`src/rtl/icc_pkg.sv`:
```
package icc_pkg;
    localparam int DATA_W = 32;

    // register byte offsets
    localparam int OFS_CAUSE = 'h0;
    localparam int OFS_MASK  = 'h4;
    localparam int OFS_COAL  = 'h8;

    // cause positions
    localparam int BIT_RX_DMA      = 31;
    localparam int BIT_PRIO_RX     = 30;
    localparam int BIT_RX_PERIODIC = 28;
    localparam int BIT_TX_DMA      = 27;
    localparam int BIT_FW_ERR      = 25;
    localparam int BIT_RFKILL      = 7;
    localparam int BIT_WAKE        = 1;
    localparam int BIT_ALIVE       = 0;

    localparam int          FIELD_W     = 8;
    localparam logic [7:0]  DELAY_RESET = 8'h40;

    typedef enum logic [1:0] {
        CO_IDLE = 2'd0,
        CO_RUN  = 2'd1,
        CO_OPEN = 2'd2
    } coal_state_e;
endpackage

```
`src/rtl/icc_tick_gen.sv`:
```
module icc_tick_gen #(
    parameter int DIV = 1600
) (
    input  logic clk,
    input  logic rst_n,
    output logic tick_o
);
    localparam int CW = (DIV > 1) ? $clog2(DIV) : 1;

    typedef struct packed {
        logic [CW-1:0] cnt;
        logic          tick;
    } tick_st_t;

    tick_st_t s_d, s_q;

    always_comb begin
        s_d      = s_q;
        s_d.tick = (s_q.cnt == CW'(DIV - 1));
        s_d.cnt  = s_d.tick ? '0 : s_q.cnt + 1'b1;
    end

    always_ff @(posedge clk or negedge rst_n) begin
        if (!rst_n) s_q <= '0;
        else        s_q <= s_d;
    end

    assign tick_o = s_q.tick;

    generate
        if (DIV > 1) begin : g_chk
            // ticks are isolated single-cycle pulses
            a_r6_tick_single: assert property (@(posedge clk) disable iff (!rst_n)
                s_q.tick |=> !s_q.tick);
        end
    endgenerate
endmodule

```
`src/rtl/icc_periodic.sv`:
```
module icc_periodic #(
    parameter int PER_W = 8
) (
    input  logic             clk,
    input  logic             rst_n,
    input  logic             tick_i,
    input  logic [PER_W-1:0] period_i,
    output logic             pulse_o
);
    typedef struct packed {
        logic [PER_W-1:0] cnt;
        logic             pulse;
    } per_st_t;

    per_st_t s_d, s_q;

    always_comb begin
        s_d       = s_q;
        s_d.pulse = 1'b0;
        if (tick_i) begin
            if (period_i == '0) begin
                s_d.cnt = '0;
            end else if (({1'b0, s_q.cnt} + 1'b1) >= {1'b0, period_i}) begin
                s_d.cnt   = '0;
                s_d.pulse = 1'b1;
            end else begin
                s_d.cnt = s_q.cnt + 1'b1;
            end
        end
    end

    always_ff @(posedge clk or negedge rst_n) begin
        if (!rst_n) s_q <= '0;
        else        s_q <= s_d;
    end

    assign pulse_o = s_q.pulse;

    // a zero period produces no periodic cause
    a_r10_period_off: assert property (@(posedge clk) disable iff (!rst_n)
        (period_i == '0) |=> !pulse_o);
endmodule

```
`src/rtl/icc_coal_timer.sv`:
```
module icc_coal_timer
    import icc_pkg::*;
#(
    parameter int CNT_W = 8
) (
    input  logic             clk,
    input  logic             rst_n,
    input  logic             tick_i,
    input  logic             any_i,
    input  logic             np_i,
    input  logic             prio_i,
    input  logic [CNT_W-1:0] delay_i,
    output logic             irq_o
);
    typedef struct packed {
        coal_state_e      state;
        logic [CNT_W-1:0] cnt;
        logic             irq;
    } co_st_t;

    co_st_t s_d, s_q;

    always_comb begin
        s_d = s_q;
        if (!any_i) begin
            s_d.state = CO_IDLE;
            s_d.cnt   = '0;
        end else begin
            unique case (s_q.state)
                CO_IDLE: begin
                    if (np_i) begin
                        if (delay_i == '0) begin
                            s_d.state = CO_OPEN;
                        end else begin
                            s_d.state = CO_RUN;
                            s_d.cnt   = delay_i;
                        end
                    end
                end
                CO_RUN: begin
                    if (tick_i) begin
                        if (s_q.cnt == CNT_W'(1)) begin
                            s_d.state = CO_OPEN;
                            s_d.cnt   = '0;
                        end else begin
                            s_d.cnt = s_q.cnt - 1'b1;
                        end
                    end
                end
                default: ;
            endcase
        end
        s_d.irq = any_i && ((s_q.state == CO_OPEN) || prio_i);
    end

    always_ff @(posedge clk or negedge rst_n) begin
        if (!rst_n) s_q <= '{state: CO_IDLE, cnt: '0, irq: 1'b0};
        else        s_q <= s_d;
    end

    assign irq_o = s_q.irq;

    // a running delay always has ticks left to count
    a_r6_run_nonzero: assert property (@(posedge clk) disable iff (!rst_n)
        (s_q.state == CO_RUN) |-> (s_q.cnt != '0));
endmodule

```
`src/rtl/icc_irq_coalescer.sv`:
```
module icc_irq_coalescer
    import icc_pkg::*;
#(
    parameter int TICK_DIV = 1600,
    parameter int ADDR_W   = 4
) (
    input  logic              clk,
    input  logic              rst_n,
    input  logic [31:0]       evt_i,
    input  logic              reg_we_i,
    input  logic [ADDR_W-1:0] reg_addr_i,
    input  logic [31:0]       reg_wdata_i,
    output logic [31:0]       reg_rdata_o,
    output logic              irq_o
);
    typedef struct packed {
        logic [DATA_W-1:0]  cause;
        logic [DATA_W-1:0]  mask;
        logic [FIELD_W-1:0] delay;
        logic [FIELD_W-1:0] period;
    } regs_t;

    regs_t r_d, r_q;

    logic tick;
    logic per_pulse;
    logic irq_int;
    logic hit_cause, hit_mask, hit_coal;
    logic [DATA_W-1:0] enabled;

    icc_tick_gen #(.DIV(TICK_DIV)) u_tick (
        .clk    (clk),
        .rst_n  (rst_n),
        .tick_o (tick)
    );

    icc_periodic #(.PER_W(FIELD_W)) u_per (
        .clk      (clk),
        .rst_n    (rst_n),
        .tick_i   (tick),
        .period_i (r_q.period),
        .pulse_o  (per_pulse)
    );

    assign enabled = r_q.cause & r_q.mask;

    icc_coal_timer #(.CNT_W(FIELD_W)) u_coal (
        .clk     (clk),
        .rst_n   (rst_n),
        .tick_i  (tick),
        .any_i   (|enabled),
        .np_i    (|(enabled & ~(DATA_W'(1) << BIT_PRIO_RX))),
        .prio_i  (enabled[BIT_PRIO_RX]),
        .delay_i (r_q.delay),
        .irq_o   (irq_int)
    );

    assign hit_cause = reg_we_i && (reg_addr_i == ADDR_W'(OFS_CAUSE));
    assign hit_mask  = reg_we_i && (reg_addr_i == ADDR_W'(OFS_MASK));
    assign hit_coal  = reg_we_i && (reg_addr_i == ADDR_W'(OFS_COAL));

    always_comb begin
        r_d = r_q;
        // the set terms come last so a simultaneous event beats the clear
        r_d.cause = (r_q.cause & ~(hit_cause ? reg_wdata_i : '0))
                  | evt_i
                  | (DATA_W'(per_pulse) << BIT_RX_PERIODIC);
        if (hit_mask) r_d.mask = reg_wdata_i;
        if (hit_coal) begin
            r_d.delay  = reg_wdata_i[FIELD_W-1:0];
            r_d.period = reg_wdata_i[2*FIELD_W-1:FIELD_W];
        end
    end

    always_ff @(posedge clk or negedge rst_n) begin
        if (!rst_n) r_q <= '{cause: '0, mask: '0, delay: DELAY_RESET, period: '0};
        else        r_q <= r_d;
    end

    always_comb begin
        unique case (reg_addr_i)
            ADDR_W'(OFS_CAUSE): reg_rdata_o = r_q.cause;
            ADDR_W'(OFS_MASK):  reg_rdata_o = r_q.mask;
            ADDR_W'(OFS_COAL):  reg_rdata_o = {16'h0, r_q.period, r_q.delay};
            default:            reg_rdata_o = '0;
        endcase
    end

    assign irq_o = irq_int;

    // every event bit is present in the cause register one edge later
    a_r4_set_wins: assert property (@(posedge clk) disable iff (!rst_n)
        (evt_i != '0) |=> ((r_q.cause & $past(evt_i)) == $past(evt_i)));

    // bits written as one are gone when nothing sets them again
    a_r3_clear_ones: assert property (@(posedge clk) disable iff (!rst_n)
        (hit_cause && (evt_i == '0) && !per_pulse) |=> ((r_q.cause & $past(reg_wdata_i)) == '0));

    // an enabled priority cause raises the line on the next edge
    a_r8_prio_fast: assert property (@(posedge clk) disable iff (!rst_n)
        (r_q.cause[BIT_PRIO_RX] && r_q.mask[BIT_PRIO_RX]) |=> irq_o);

    // no enabled pending cause means the line is low one edge later
    a_r9_quiet: assert property (@(posedge clk) disable iff (!rst_n)
        ((r_q.cause & r_q.mask) == '0) |=> !irq_o);
endmodule

```
`config.mk`:
```
export PLATFORM = sky130hd
export DESIGN_NAME = icc_irq_coalescer
export DESIGN_NICKNAME = d
export VERILOG_FILES = /design/src/rtl/icc_pkg.sv /design/src/rtl/icc_tick_gen.sv /design/src/rtl/icc_periodic.sv /design/src/rtl/icc_coal_timer.sv /design/src/rtl/icc_irq_coalescer.sv
export SDC_FILE = /design/constraint.sdc
export NUM_CORES = 1
export LEC_CHECK = 0
export ABC_AREA = 1
export BUFFER_PORTS_ARGS = -buffer_cell sky130_fd_sc_hd__buf_2
export CAP_MARGIN = 20
export CORE_UTILIZATION = 51
export CTS_BUF_LIST = sky130_fd_sc_hd__clkbuf_4 sky130_fd_sc_hd__clkbuf_8 sky130_fd_sc_hd__clkbuf_16
export CTS_CLUSTER_DIAMETER = 120
export DETAILED_ROUTE_END_ITERATION = 10
export GPL_TIMING_DRIVEN = 0
export PLACE_DENSITY = 0.77
export SYNTH_ARGS = -nofsm -noshare
export SYNTH_HDL_FRONTEND = slang
export SYNTH_SLANG_ARGS = --single-unit
export TNS_END_PERCENT = 30
```
`constraint.sdc`:
```
create_clock -name clk -period 2 [get_ports clk]
set_input_delay 0.1 -clock clk [delete_from_list [all_inputs] [get_ports clk]]
set_output_delay 0.1 -clock clk [all_outputs]
set_load 0.02 [all_outputs]
```
==> run summary <==
starting density of the core: 53.4%
number of DRC markers in iteration 0: 381
Cell Rows: 38
crit start category: register
Syn Area/Cell: 7.55 sq um
Max Slew Vio Count: 0
die extent in x: 110 microns
Hold Path End: r_q[76]$_DFF_PN0_
worst stage delay on the critical path: 0.44 ns
clk sinks: 112
number of global-route vias before repair: 5,425
IO Pins: 104
GRT overflow: 0
Pwr Density: 842 nW/um^2
failing checks: hold timing, setup timing
Inserted Clock Buffers: 9
VDD IR max: 0.000969 V
clock slew at reported path FFs: 0.07 ns
Syn Inst Count: 783
clk root buf: clkbuf_16
hold path cells: 3
arrival time worst endpoint: 2.41 ns
hold_sp: evt_i[28]
Yosys warnings: 0
Final GP Congestion: 0.884
gr busiest metal: met2
post-synthesis cell type count: 34
setup ws final: -0.114 ns
commonest non-fill, non-tap cells in the layout: 271 x nand2_1, 118 x buf_2, 112 x inv_1
FILL cells: 951
Area Overhead vs Synth: 25.3%
worst r2r path cells: 13
Post-Route WL: 15,200 microns
grt met2 use: 48.9%
R2R Setup Slk: -0.11 ns
slowest CP cell: dfrtp_1
most common cell after layout, fill and taps aside: nand2_1
buffers added on ports: 103
global-route wire length before repair: 25,100 microns
number of flops mapped to enable cells by yosys: 0
DPL Wire Length: 10,400 microns
Mapped Area: 5910 sq um
Final Util: 66.8%
CP cell instances: ha_4 > nand3_4 > xor2_2 > ha_1 > nand2_2 > nor2_1 > o21ai_1 > nand2_1 > o21bai_1 > nand2_2 > nand2_4 > nand3_1 > nand2_1
fin crit period: 2.11 ns
Post-synth ARST share: 100%
Leakage: 0.00395 uW
share of layout cells above drive strength 1: 19.4%
register bit total from synthesis: 112
RSZ-0062 raised after global routing: yes
antenna violations before repair: 0
post-synth top area share: 47.0%
met3 usage: 4.45%
post-route ant nets: 0
clock latency on the worst-skew pair: 0.36 ns
fin cells: 1,083
clock buffer depth: 2
via count: 5,529
outcome: finished with violations
syn nets: 866
Final setup viols: 9
Die H: 110 microns
synth top area cells: dfrtp_1 47%, nand2_1 17%, inv_1 7.1%
Fin. Hold Viols: 1
wire per inst: 14.1 microns
final instance area: 7400 sq um
ANT cells: 0
vias per std cell: 5.11
largest net degree at the start of global routing: 65
drt pass-1 iters: 5
Reg-to-Reg End: u_per.s_q[4]$_DFFE_PN0P_
Final period util: 106%
gr usage total: 27.3%
Post-Place Cells: 1,027
max cap viols: 0
die area: 12,000 sq um
Tightest Pin Transition: 0.741 ns
DP Area: 6630 sq um
pre-CTS WS: -0.309 ns
R2R Path Start: u_per.s_q[2]$_DFFE_PN0P_
drt drc: 0
Max Fclk: 0.473 GHz
setup TNS: -0.851 ns
path type of the worst setup path: register to register
met1 Use GR: 33.4%
H-tree Lvls: 3
CP Data Required Time: 2.29 ns
Worst setup EP type: register
Yosys top cell by area: dfrtp_1
HP Class: primary input to register
Seq/Total Area, Yosys: 47.4%
Post-synth top flop: dfrtp_1
WHS: -0.0101 ns
CTS tree: done
Setup Skew: 0.00908 ns
fin nets: 1,021
Max-slew headroom: 50.3%
Core Area: 11,100 sq um
CP Max Fanout: 5
[worst max-delay path, delay by kind of cell, from the launching register on]
| kind | cells | cell delay (ns) |
|---|---|---|
| AOI/OAI and AO/OA | 2 | 0.25 |
| adders and majority gates | 2 | 0.50 |
| DFF | 1 | 0.44 |
| xor gates and xnor gates | 1 | 0.20 |
| and+or+nand+nor | 8 | 0.66 |
[cell usage after synthesis, types with 2 or more instances]
library cell	n
a22o_1	16
nand3_1	46
clkbuf_1	2
inv_2	4
nand3_2	2
ha_1	12
dfrtp_1	111
nor2_2	4
buf_2	16
nor2_1	48
o21ai_0	16
nor3_4	2
nand4_1	5
o21ai_1	71
nand2_1	274
inv_1	112
a21oi_1	8
nand2_2	6
xor2_1	10
o21bai_1	4
[sequential cells by signal, summed over array words and instances, names as in the netlist]
signal,flops
u_coal.irq_o,1
u_tick.tick_o,1
u_tick.s_q,11
u_per.pulse_o,1
u_coal.s_q,10
r_q,80
u_per.s_q,8
[repair_timing]
item | 4_1_cts | 5_1_grt
endpoints found under the hold margin | 78 | 0
buffers inserted | 4 | 3
hold buffers | 32 | 0
gates cloned | 0 | 1
pin swaps | 3 | 11
resized for setup | 13 | 7
setup endpoints to repair | 9 | 9
[report_power, final]
part	internal (uW)	leakage (uW)	total [uW]	switching (uW)
Combinational	614	0.00249	1520	908
Sequential	2570	0.00130	2850	283
Clock	988	0.000153	1860	875
[per-layer routing]
metal | up-vias | share of wire (%)
met4 | 0 | 2.2
met5 | - | 0
li1 | 2763 | -
met1 | 2581 | 43
met2 | 159 | 50
met3 | 26 | 4.8
[kinds of logic (layout without fill, tap and decap cells)]
logic type | count (synthesis) | after routing | synth area share [%]
buffers and inverters | 136 | 295 | 9.10
AND/OR/NAND/NOR | 395 | 396 | 28.0
flip-flops | 112 | 112 | 47.4
AO/OA/AOI/OAI | 117 | 117 | 11.3
XOR/XNOR | 11 | 11 | 1.63
adder cells (fa/ha/maj) | 12 | 12 | 2.54
[final cells by class]
class,instances,area [sq um],share of cell area (%)
Timing Repair Buffer,143,918,12.4
Tap cell,140,175,2.37
Sequential cell,112,2810,37.9
Inverter,116,435,5.88
Buffer,20,103,1.39
Clock inverter,7,82.6,1.12
Clock buffer,9,225,3.04
Multi-Input combinational cell,536,2660,35.9
[how the worst max path moves through the flow]
stage               slack, ns                        to  cells past startpoint                     start
floorplan                0.01  u_per.s_q[1]$_DFFE_PN0P_                     12  u_per.s_q[1]$_DFFE_PN0P_
global placement        -0.48  u_per.s_q[2]$_DFFE_PN0P_                      1                     rst_n
detailed placement      -0.31   u_per.pulse_o$_DFF_PN0_                     12  u_per.s_q[1]$_DFFE_PN0P_
CTS                     -0.05  u_per.s_q[4]$_DFFE_PN0P_                     13  u_per.s_q[1]$_DFFE_PN0P_
global route            -0.21  u_per.s_q[2]$_DFFE_PN0P_                     13  u_per.s_q[1]$_DFFE_PN0P_
finish                  -0.11  u_per.s_q[4]$_DFFE_PN0P_                     13  u_per.s_q[2]$_DFFE_PN0P_
[through the flow]
| stage | power [uW] | hold slack (ns) |
|---|---|---|
| after floorplan | 3880 | -0.196 |
| after global placement | 4270 | 0.282 |
| after detailed placement | 4310 | 0.169 |
| after CTS | 6230 | 0.00160 |
| after global routing | 6640 | 0.00880 |
| final | 6240 | -0.0101 |
Note: power is estimated with default switching activity, not from simulation.
